==> src/rtl/wst_pkg.sv <==
package wst_pkg;
  typedef enum logic [1:0] {
    MODE_RUN  = 2'd0,
    MODE_STOP = 2'd1,
    MODE_STAB = 2'd2
  } wst_mode_e;

  localparam logic [3:0] WD_OFF_KEY = 4'b1010;
  localparam int unsigned CNT_W = 8;
  localparam int unsigned STAB_BITS = 4;
endpackage

==> src/rtl/wst_prescaler.sv <==
module wst_prescaler #(
  parameter int unsigned DIV0 = 4096,
  parameter int unsigned DIV1 = 1024,
  parameter int unsigned DIV2 = 128,
  parameter int unsigned DIV3 = 16
) (
  input  logic       clk_i,
  input  logic       rst_ni,
  input  logic       en_i,
  input  logic       clr_i,
  input  logic [1:0] sel_i,
  output logic       tick_o
);
  localparam int unsigned DIVS [4] = '{DIV0, DIV1, DIV2, DIV3};
  localparam int unsigned MAXD01 = (DIV0 > DIV1) ? DIV0 : DIV1;
  localparam int unsigned MAXD23 = (DIV2 > DIV3) ? DIV2 : DIV3;
  localparam int unsigned MAXD   = (MAXD01 > MAXD23) ? MAXD01 : MAXD23;
  localparam int unsigned PW     = (MAXD > 2) ? $clog2(MAXD) : 1;

  logic [PW-1:0] lim [4];
  logic [PW-1:0] pre_q;

  for (genvar g = 0; g < 4; g++) begin : g_lim
    assign lim[g] = PW'(DIVS[g] - 1);
  end

  // >= guards against a select change leaving pre_q above the new limit
  assign tick_o = en_i & (pre_q >= lim[sel_i]);

  always_ff @(posedge clk_i or negedge rst_ni) begin
    if (!rst_ni)     pre_q <= '0;
    else if (clr_i)  pre_q <= '0;
    else if (en_i)   pre_q <= tick_o ? '0 : pre_q + 1'b1;
  end

  a_r3_presc_restart: assert property (@(posedge clk_i) disable iff (!rst_ni)
    clr_i |=> (pre_q == '0));
endmodule

==> src/rtl/wst_ctrl_reg.sv <==
module wst_ctrl_reg (
  input  logic       clk_i,
  input  logic       rst_ni,
  input  logic       we_i,
  input  logic [7:0] wdata_i,
  input  logic       wd_rst_i,
  output logic [3:0] key_o,
  output logic [1:0] sel_o,
  output logic       clr_o,
  output logic [7:0] rdata_o
);
  logic [3:0] key_q;
  logic [1:0] sel_q;

  // watchdog self-reset takes priority over a plain write
  always_ff @(posedge clk_i or negedge rst_ni) begin
    if (!rst_ni) begin
      key_q <= '0;
      sel_q <= '0;
    end else if (wd_rst_i) begin
      key_q <= '0;
      sel_q <= '0;
    end else if (we_i) begin
      key_q <= wdata_i[7:4];
      sel_q <= wdata_i[3:2];
    end
  end

  assign clr_o   = we_i & wdata_i[1];
  assign key_o   = key_q;
  assign sel_o   = sel_q;
  assign rdata_o = {key_q, sel_q, 2'b00};

  a_r4_ctl_cleared: assert property (@(posedge clk_i) disable iff (!rst_ni)
    wd_rst_i |=> (rdata_o == 8'h00));
endmodule

==> src/rtl/wst_mode_fsm.sv <==
module wst_mode_fsm
  import wst_pkg::*;
(
  input  logic      clk_i,
  input  logic      rst_ni,
  input  logic      stop_i,
  input  logic      wake_i,
  input  logic      wake_por_i,
  input  logic      stab_done_i,
  output wst_mode_e mode_o,
  output logic      por_o,
  output logic      enter_stop_o,
  output logic      wake_go_o
);
  wst_mode_e mode_q, mode_d;
  logic      por_q;

  assign enter_stop_o = (mode_q == MODE_RUN) & stop_i;
  assign wake_go_o    = (mode_q == MODE_STOP) & wake_i;

  always_comb begin
    mode_d = mode_q;
    unique case (mode_q)
      MODE_RUN:  if (stop_i)      mode_d = MODE_STOP;
      MODE_STOP: if (wake_i)      mode_d = MODE_STAB;
      MODE_STAB: if (stab_done_i) mode_d = MODE_RUN;
      default:                    mode_d = MODE_RUN;
    endcase
  end

  always_ff @(posedge clk_i or negedge rst_ni) begin
    if (!rst_ni) begin
      mode_q <= MODE_RUN;
      por_q  <= 1'b0;
    end else begin
      mode_q <= mode_d;
      if (wake_go_o) por_q <= wake_por_i;
    end
  end

  assign mode_o = mode_q;
  assign por_o  = por_q;

  a_r8_stop_holds: assert property (@(posedge clk_i) disable iff (!rst_ni)
    (mode_q == MODE_STOP && !wake_i) |=> (mode_q == MODE_STOP));
endmodule

==> src/rtl/wdt_stab_timer.sv <==
module wdt_stab_timer
  import wst_pkg::*;
#(
  parameter int unsigned DIV0 = 4096,
  parameter int unsigned DIV1 = 1024,
  parameter int unsigned DIV2 = 128,
  parameter int unsigned DIV3 = 16
) (
  input  logic       clk_i,
  input  logic       rst_ni,
  input  logic       ctl_we_i,
  input  logic [7:0] ctl_wdata_i,
  output logic [7:0] ctl_rdata_o,
  output logic [7:0] cnt_rdata_o,
  input  logic       stop_i,
  input  logic       wake_i,
  input  logic       wake_por_i,
  output logic       rst_req_o,
  output logic       cpu_clk_en_o
);
  localparam logic [CNT_W-1:0] CNT_MAX  = '1;
  localparam logic [STAB_BITS-1:0] STAB_LAST = '1;

  wst_mode_e        mode;
  logic             por_wake, enter_stop, wake_go;
  logic [3:0]       key;
  logic [1:0]       ctl_sel, div_sel;
  logic             sw_clr, tick, wd_en, wd_fire, cnt_clr, stab_done;
  logic [CNT_W-1:0] cnt_q;
  logic             rst_req_q;

  wst_ctrl_reg u_ctrl (
    .clk_i    (clk_i),
    .rst_ni   (rst_ni),
    .we_i     (ctl_we_i),
    .wdata_i  (ctl_wdata_i),
    .wd_rst_i (wd_fire),
    .key_o    (key),
    .sel_o    (ctl_sel),
    .clr_o    (sw_clr),
    .rdata_o  (ctl_rdata_o)
  );

  wst_mode_fsm u_fsm (
    .clk_i        (clk_i),
    .rst_ni       (rst_ni),
    .stop_i       (stop_i),
    .wake_i       (wake_i),
    .wake_por_i   (wake_por_i),
    .stab_done_i  (stab_done),
    .mode_o       (mode),
    .por_o        (por_wake),
    .enter_stop_o (enter_stop),
    .wake_go_o    (wake_go)
  );

  // power-on wakeup times the interval on the slowest divider
  assign div_sel = (mode == MODE_STAB && por_wake) ? 2'b00 : ctl_sel;

  wst_prescaler #(
    .DIV0 (DIV0), .DIV1 (DIV1), .DIV2 (DIV2), .DIV3 (DIV3)
  ) u_presc (
    .clk_i  (clk_i),
    .rst_ni (rst_ni),
    .en_i   (mode != MODE_STOP),
    .clr_i  (cnt_clr),
    .sel_i  (div_sel),
    .tick_o (tick)
  );

  assign wd_en     = (key != WD_OFF_KEY);
  // software clear and stop entry both beat an overflow on the same edge
  assign wd_fire   = (mode == MODE_RUN) & wd_en & tick & (cnt_q == CNT_MAX)
                   & ~sw_clr & ~enter_stop;
  assign cnt_clr   = sw_clr | enter_stop | wake_go | wd_fire;
  assign stab_done = (mode == MODE_STAB) & tick & (cnt_q[STAB_BITS-1:0] == STAB_LAST);

  always_ff @(posedge clk_i or negedge rst_ni) begin
    if (!rst_ni) begin
      cnt_q     <= '0;
      rst_req_q <= 1'b0;
    end else begin
      rst_req_q <= wd_fire;
      if (cnt_clr)   cnt_q <= '0;
      else if (tick) cnt_q <= cnt_q + 1'b1;
    end
  end

  assign cnt_rdata_o  = cnt_q;
  assign rst_req_o    = rst_req_q;
  assign cpu_clk_en_o = (mode == MODE_RUN);

  a_r5_single_pulse: assert property (@(posedge clk_i) disable iff (!rst_ni)
    rst_req_o |=> !rst_req_o);

  a_r4_cnt_zero_on_req: assert property (@(posedge clk_i) disable iff (!rst_ni)
    rst_req_o |-> (cnt_rdata_o == '0));

  a_r3_sw_clear: assert property (@(posedge clk_i) disable iff (!rst_ni)
    sw_clr |=> (cnt_q == '0));

  a_r7_clear_wins: assert property (@(posedge clk_i) disable iff (!rst_ni)
    sw_clr |=> !rst_req_o);

  a_r6_wrap_quiet: assert property (@(posedge clk_i) disable iff (!rst_ni)
    (mode == MODE_RUN && !wd_en && tick && cnt_q == CNT_MAX && !sw_clr && !enter_stop)
    |=> (cnt_q == '0 && !rst_req_o));

  a_r8_stop_quiet: assert property (@(posedge clk_i) disable iff (!rst_ni)
    (mode == MODE_STOP) |-> (cnt_q == '0 && !rst_req_o && !cpu_clk_en_o));

  a_r9_release_at_16: assert property (@(posedge clk_i) disable iff (!rst_ni)
    $rose(cpu_clk_en_o) |-> (cnt_rdata_o == 8'd16));
endmodule

==> config.mk <==
export PLATFORM = sky130hd
export DESIGN_NAME = wdt_stab_timer
export DESIGN_NICKNAME = d
export VERILOG_FILES = /design/src/rtl/wst_pkg.sv /design/src/rtl/wst_prescaler.sv /design/src/rtl/wst_ctrl_reg.sv /design/src/rtl/wst_mode_fsm.sv /design/src/rtl/wdt_stab_timer.sv
export SDC_FILE = /design/constraint.sdc
export NUM_CORES = 1
export LEC_CHECK = 0
export ABC_CLOCK_PERIOD_IN_PS = 3350
export BUFFER_PORTS_ARGS = -buffer_cell sky130_fd_sc_hd__buf_2
export CORE_ASPECT_RATIO = 0.5
export CORE_UTILIZATION = 25
export CTS_BUF_LIST = sky130_fd_sc_hd__clkbuf_8
export DETAILED_ROUTE_END_ITERATION = 7
export SLEW_MARGIN = 20
export SYNTH_ARGS = -nofsm -noshare
export SYNTH_HDL_FRONTEND = slang
export SYNTH_SLANG_ARGS = --single-unit
==> constraint.sdc <==
create_clock -name clk_i -period 3.35 [get_ports clk_i]
set_clock_uncertainty 0.1 [all_clocks]
set_input_delay 0.1675 -clock clk_i [delete_from_list [all_inputs] [get_ports clk_i]]
set_output_delay 0.1675 -clock clk_i [all_outputs]
set_load 0.01 [all_outputs]
# ---- After elaboration in Yosys (flattened, before gate mapping)
# Cells that the tools add are included.
# Widths: inputs -> output; s select.
dict set report op_classes {
  add_sub_neg 2
  n_lt_le_gt_ge 2
  n_eq_ne 9
  muxes 17
  n_bitwise 17
  reduce_logical 6
}
# operator count
set ops {}
lappend ops {{$mux 12} 5}
lappend ops {{$bmux 12 s2} 1}
lappend ops {{$mux 8} 2}
lappend ops {{$add 12x1->12 const B} 1}
lappend ops {{$ge 12x12->1} 1}
lappend ops {{$mux 2} 6}
lappend ops {{$and 1x1->1} 11}
lappend ops {{$add 8x1->8 const B} 1}
lappend ops {{$eq 8x8->1 const B} 1}
lappend ops {{$mux 4} 2}
lappend ops {{$ne 2x2->1 const B} 3}
lappend ops {{$pmux 2 s3} 1}
lappend ops {{$reduce_bool 2->1} 3}
lappend ops {{$eq 4x4->1 const B} 1}
lappend ops {{$ne 4x4->1 const B} 1}
lappend ops {{$ge 3x3->1 const B} 1}
lappend ops {{$not 2->3} 1}
lappend ops {{$or 1x1->1} 3}
lappend ops {{$reduce_and 3->1} 1}
lappend ops {{$eq 2x1->1 const B} 1}
lappend ops {{$eq 2x2->1 const B} 1}
lappend ops {{$logic_not 2->1} 1}
lappend ops {{$ne 2x1->1 const B} 1}
lappend ops {{$not 1->1} 2}
lappend ops {{$logic_and 1x1->1} 1}
dict set report word_totals {
  regBits 30
  inputBits 14
  output_inout_bits 18
  wordCells 60
}

# ---- Longest topological paths before layout
dict set report logic_depth {
  word_depth 15
  ltp_mapped 9
  mapped_depth_nobuf 8
}

# ---- By module
# A second synthesis with hierarchy kept.
dict set report unflattened {
  hier_cells 192
  area_unflattened_um2 1903.1
}
# mod instances cells_each area_each_um2 seq_area_each_um2
set by_module_without_submodules {}
lappend by_module_without_submodules {wst_prescaler 1 103 922.1 300.3}
lappend by_module_without_submodules {wdt_stab_timer 1 48 514.2 225.2}
lappend by_module_without_submodules {wst_ctrl_reg 1 29 315.3 150.1}
lappend by_module_without_submodules {wst_mode_fsm 1 12 151.4 75.1}

# ---- Worst setup path before layout
# OpenSTA, ideal clock, no wires.
dict set report synth_path {
  path_kind {register to register}
  start {reg u_fsm.mode_q[0], in the netlist u_fsm.mode_o[0]}
  end {reg u_presc.pre_q[10]}
  setup_ps 144
  arrival_ps 2208
  required_ps 3106
  setup_slack_ps 898
  stages_incl_launch_ff 10
  n_path_buf 1
  synth_period_minus_slack_ps 2452
  path_cell_list {dfrtp_1 clkbuf_1 nand3b_1 and2_1 ha_1 nand3_1 nor2_1 o21ai_2 o211ai_1 nor2_1}
}
dict set report synth_via {
  elab_chain_len 15
  word_cells_on_any_way 27
  classes_between {1 x order compare; 3 x eq/ne; 7 x mux; 13 x bitwise; 3 x reduce/logical}
}
# element line
set synth_lines {}
lappend synth_lines {{start: declaration} wst_mode_fsm.sv:15} ;# wst_mode_e mode_q, mode_d;
lappend synth_lines {{start signal: assignment} wst_mode_fsm.sv:36} ;# mode_q <= mode_d;
lappend synth_lines {{$eq 2x2->1} wdt_stab_timer.sv:58} ;# assign div_sel = (mode == MODE_STAB && por_wake) ? 2'b00 : ctl_sel;
lappend synth_lines {{$logic_and 1x1->1} wdt_stab_timer.sv:58}
lappend synth_lines {{$mux 2} wdt_stab_timer.sv:58}
lappend synth_lines {{$not 2->3 (not written as such)} wst_prescaler.sv:28} ;# assign tick_o = en_i & (pre_q >= lim[sel_i]);
lappend synth_lines {{$bmux 12 s2} wst_prescaler.sv:28}
lappend synth_lines {{$mux 12 (not written as such) (2 in series)} wst_prescaler.sv:28}
lappend synth_lines {{$ge 12x12->1} wst_prescaler.sv:28}
lappend synth_lines {{$and 1x1->1} wst_prescaler.sv:28}
lappend synth_lines {{$and 1x1->1 (2 in series)} wdt_stab_timer.sv:73} ;# assign wd_fire = (mode == MODE_RUN) & wd_en & tick & (cnt_q == CNT_MAX)
lappend synth_lines {{$and 1x1->1 (2 in series)} wdt_stab_timer.sv:74} ;# & ~sw_clr & ~enter_stop;
lappend synth_lines {{$or 1x1->1} wdt_stab_timer.sv:75} ;# assign cnt_clr = sw_clr | enter_stop | wake_go | wd_fire;
lappend synth_lines {{$mux 12 / $reduce_bool 2->1 (equally long branches)} -}
lappend synth_lines {{end signal: assignment} wst_prescaler.sv:33} ;# else if (en_i) pre_q <= tick_o ? '0 : pre_q + 1'b1;
lappend synth_lines {{end: declaration} wst_prescaler.sv:21} ;# logic [PW-1:0] pre_q;
# Parallel ways exist; a longest one is shown, timed or not. The select of a mux whose other input is x is not followed.
# A chain may end at the register's enable or synchronous reset.

# ---- Worst setup path in the final report
dict set report layout_path {
  start {reg u_fsm.mode_q[0], in the netlist u_fsm.mode_o[0]}
  end {reg u_presc.pre_q[0]}
}
# The elaborated chain is that of the path after synthesis.

==> flow_summary.json <==
{
  "slew_headroom_pct": 54.4,
  "status": "complete, no violations",
  "place_ws_ns": 0.690,
  "arrival_ns": 2.81,
  "hpwl_um": 2830,
  "ys_seq_elements": 30,
  "layout_commonest_cell": "dfrtp_1",
  "min_path_type": "input pin to register",
  "cts_tree": "done",
  "ys_types": 45,
  "die_area_um2": 7250,
  "yosysWarnings": 0,
  "area_growth_pct": 18.4,
  "worst_setup_path_start_kind": "register",
  "cts_buffer_depth": 2,
  "vdd_drop_max_mv": 0.144,
  "rrSetupSlack_ns": 0.64,
  "final_cell_mix": "30 x dfrtp_1, 28 x buf_2, 22 x nor2_1",
  "grt_pass1_vias": 1437,
  "n_antenna_cell": 0,
  "fmax_mhz": 369,
  "cts_sinks": 30,
  "setup_ws_ns": 0.639,
  "routed_via_density": 4.93,
  "path_common_cell": "a21oi_1",
  "grt_use_total_pct": 11.5,
  "setup_viol": 0,
  "drc_errors": 0,
  "seq_area_frac_synth_pct": 43.6,
  "ioPinCount": 32,
  "clk_latency_ns": 0.28,
  "antenna_found_initial": 0,
  "coreArea_um2": 6360,
  "drt-pass1-iter-count": 4,
  "die_x_um": 119,
  "nets": 234,
  "wire_per_inst_um": 12.7,
  "synth_top_area_cell": "dfrtp_1",
  "via_count": 1484,
  "path_max_fanout": 9,
  "crit_required_ns": 3.45,
  "finalWeightedCongestion": 0.815,
  "cts.repair.resized": 0,
  "rows": 20,
  "cp_top_family": "simple AND/OR/NAND/NOR gates",
  "layout-drive-gt1-share_pct": 18.8,
  "grt_pass1_wl_um": 6480,
  "ys_top_cells_by_area": "dfrtp_1 44%, mux2i_1 6.4%, ha_1 5.1%",
  "finalCritPeriodShare_pct": 80.9,
  "drv_slew": 0,
  "holdWs_ns": 0.0156,
  "htreeDepth": 2,
  "overflow": 0,
  "crit_path_max_incr_delay_ns": 0.59,
  "final_util_pct": 32.1,
  "path_class": "register to register",
  "path_buf_inv": 0,
  "cts_buffers": 5,
  "drtIter0Drc": 63,
  "synth_area_um2": 1720,
  "path_clk_slew_ns": 0.06,
  "worstPathCellList": "nand3b_1 -> and2_1 -> ha_1 -> a21oi_1 -> o221ai_1 -> or4_1 -> a21oi_1",
  "drt-total-wl_um": 3820,
  "io_buffers": 28,
  "syn_inst": 181,
  "cp_slowest_cell": "or4_1",
  "min_period_ns": 2.71,
  "cts_root_buffer": "clkbuf_8",
  "hold_viol": 0,
  "maxCapViolCount": 0,
  "grt_setup_unrepaired": "no",
  "fin_tns_setup_ns": 0,
  "cp-end-kind": "register",
  "ant_nets": 0,
  "powerDensity_nw_per_um2": 466,
  "power.leakage_nw": 0.947,
  "worstMarginPinSlew_ns": 0.684,
  "avgSynthCellArea_um2": 9.52,
  "start_util_pct": 27.1,
  "total_power_mw": 0.951,
  "grt_start_max_net_pins": 31,
  "netlist.area_leader.share_pct": 43.6,
  "die_h_um": 60.7
}
==> cell usage after synthesis (all sizes together) <==
cell type / instances
nor2b: 1
a31oi: 1
o21ai: 2
o221ai: 1
nand2: 19
a21boi: 1
and2: 1
o22ai: 2
o32ai: 1
nor3: 3
xor2: 7
nor2: 22
mux2: 1
o2111a: 1
or3: 1
o2111ai: 2
or4: 1
nand4: 5
inv: 5
and4: 2
nand2b: 3
o31ai: 3
nor4b: 1
a311oi: 1
and3: 5
ha: 7
a22oi: 1
nand3b: 1
clkbuf: 3
o211ai: 3
a211oi: 2
conb: 1
nor4bb: 1
buf: 4
mux2i: 11
nand3: 8
o311ai: 1
o21a: 3
dfrtp: 30
xnor2: 3
a21oi: 10
==> metal layers <==
layer  wire (µm)  track usage (%)  vias to the layer above
met1        1770             14.1                      728
met5           0                0                        -
met2        1850             19.6                       29
li1            -                -                      715
met4          94             6.07                        0
met3         108             2.63                       12
==> logic make-up after synthesis <==
logic type | after synthesis | share of synthesized area, %
buffers and inverters | 12 | 3.34
adders and majority gates | 7 | 5.08
muxes | 12 | 7.04
xor gates and xnor gates | 10 | 5.08
and+or+nand+nor | 74 | 21.0
DFF | 30 | 43.6
AOI/OAI and AO/OA | 35 | 14.7
other | 1 | 0.218
==> sequential cells by signal (all words and copies together), names as in the netlist <==
register,cells
u_presc.pre_q,12
u_fsm.por_o,1
u_ctrl.key_o,4
cnt_rdata_o,8
rst_req_o,1
u_fsm.mode_o,2
u_ctrl.sel_o,2
==> metrics by stage <==
stage	std cells	area, µm²
finish	301	2040
global route	301	2040
CTS	301	2040
detailed placement	293	1950
global placement	293	1950
floorplan	182	1730
==> final timing paths <==
path / startpoint / to / cells after the start
max in group asynchronous: rst_ni / cnt_rdata_o[7] / 2
setup / recovery: u_fsm.mode_o[0] / u_presc.pre_q[0] / 7
setup reg to reg: u_fsm.mode_o[0] / u_presc.pre_q[0] / 7
hold reg to reg: u_fsm.por_o / u_fsm.por_o / 1
min in group asynchronous: rst_ni / cnt_rdata_o[1] / 2
hold / removal: wake_por_i / u_fsm.por_o / 2
==> cell type report <==
cell class / instances / area, µm²
repair buffers: 31 / 165
inverters: 5 / 18.8
well taps: 88 / 110
clock inverters: 2 / 7.51
flip-flops and latches: 30 / 751
clock buffers: 5 / 68.8
multi-input cells: 140 / 918
fillers: 661 / 4320
==> where the power goes <==
group | internal, mW | switching, mW
Clock | 0.136 | 0.127
Combinational | 0.0976 | 0.149
Sequential | 0.398 | 0.0436
==> repair_timing <==
item / CTS / global route
buffers inserted: 0 / 0
hold buffers: 1 / 0
setup endpoints to repair: 0 / 0
hold endpoints to repair: 30 / 0
(Power assumes the default switching activity.)
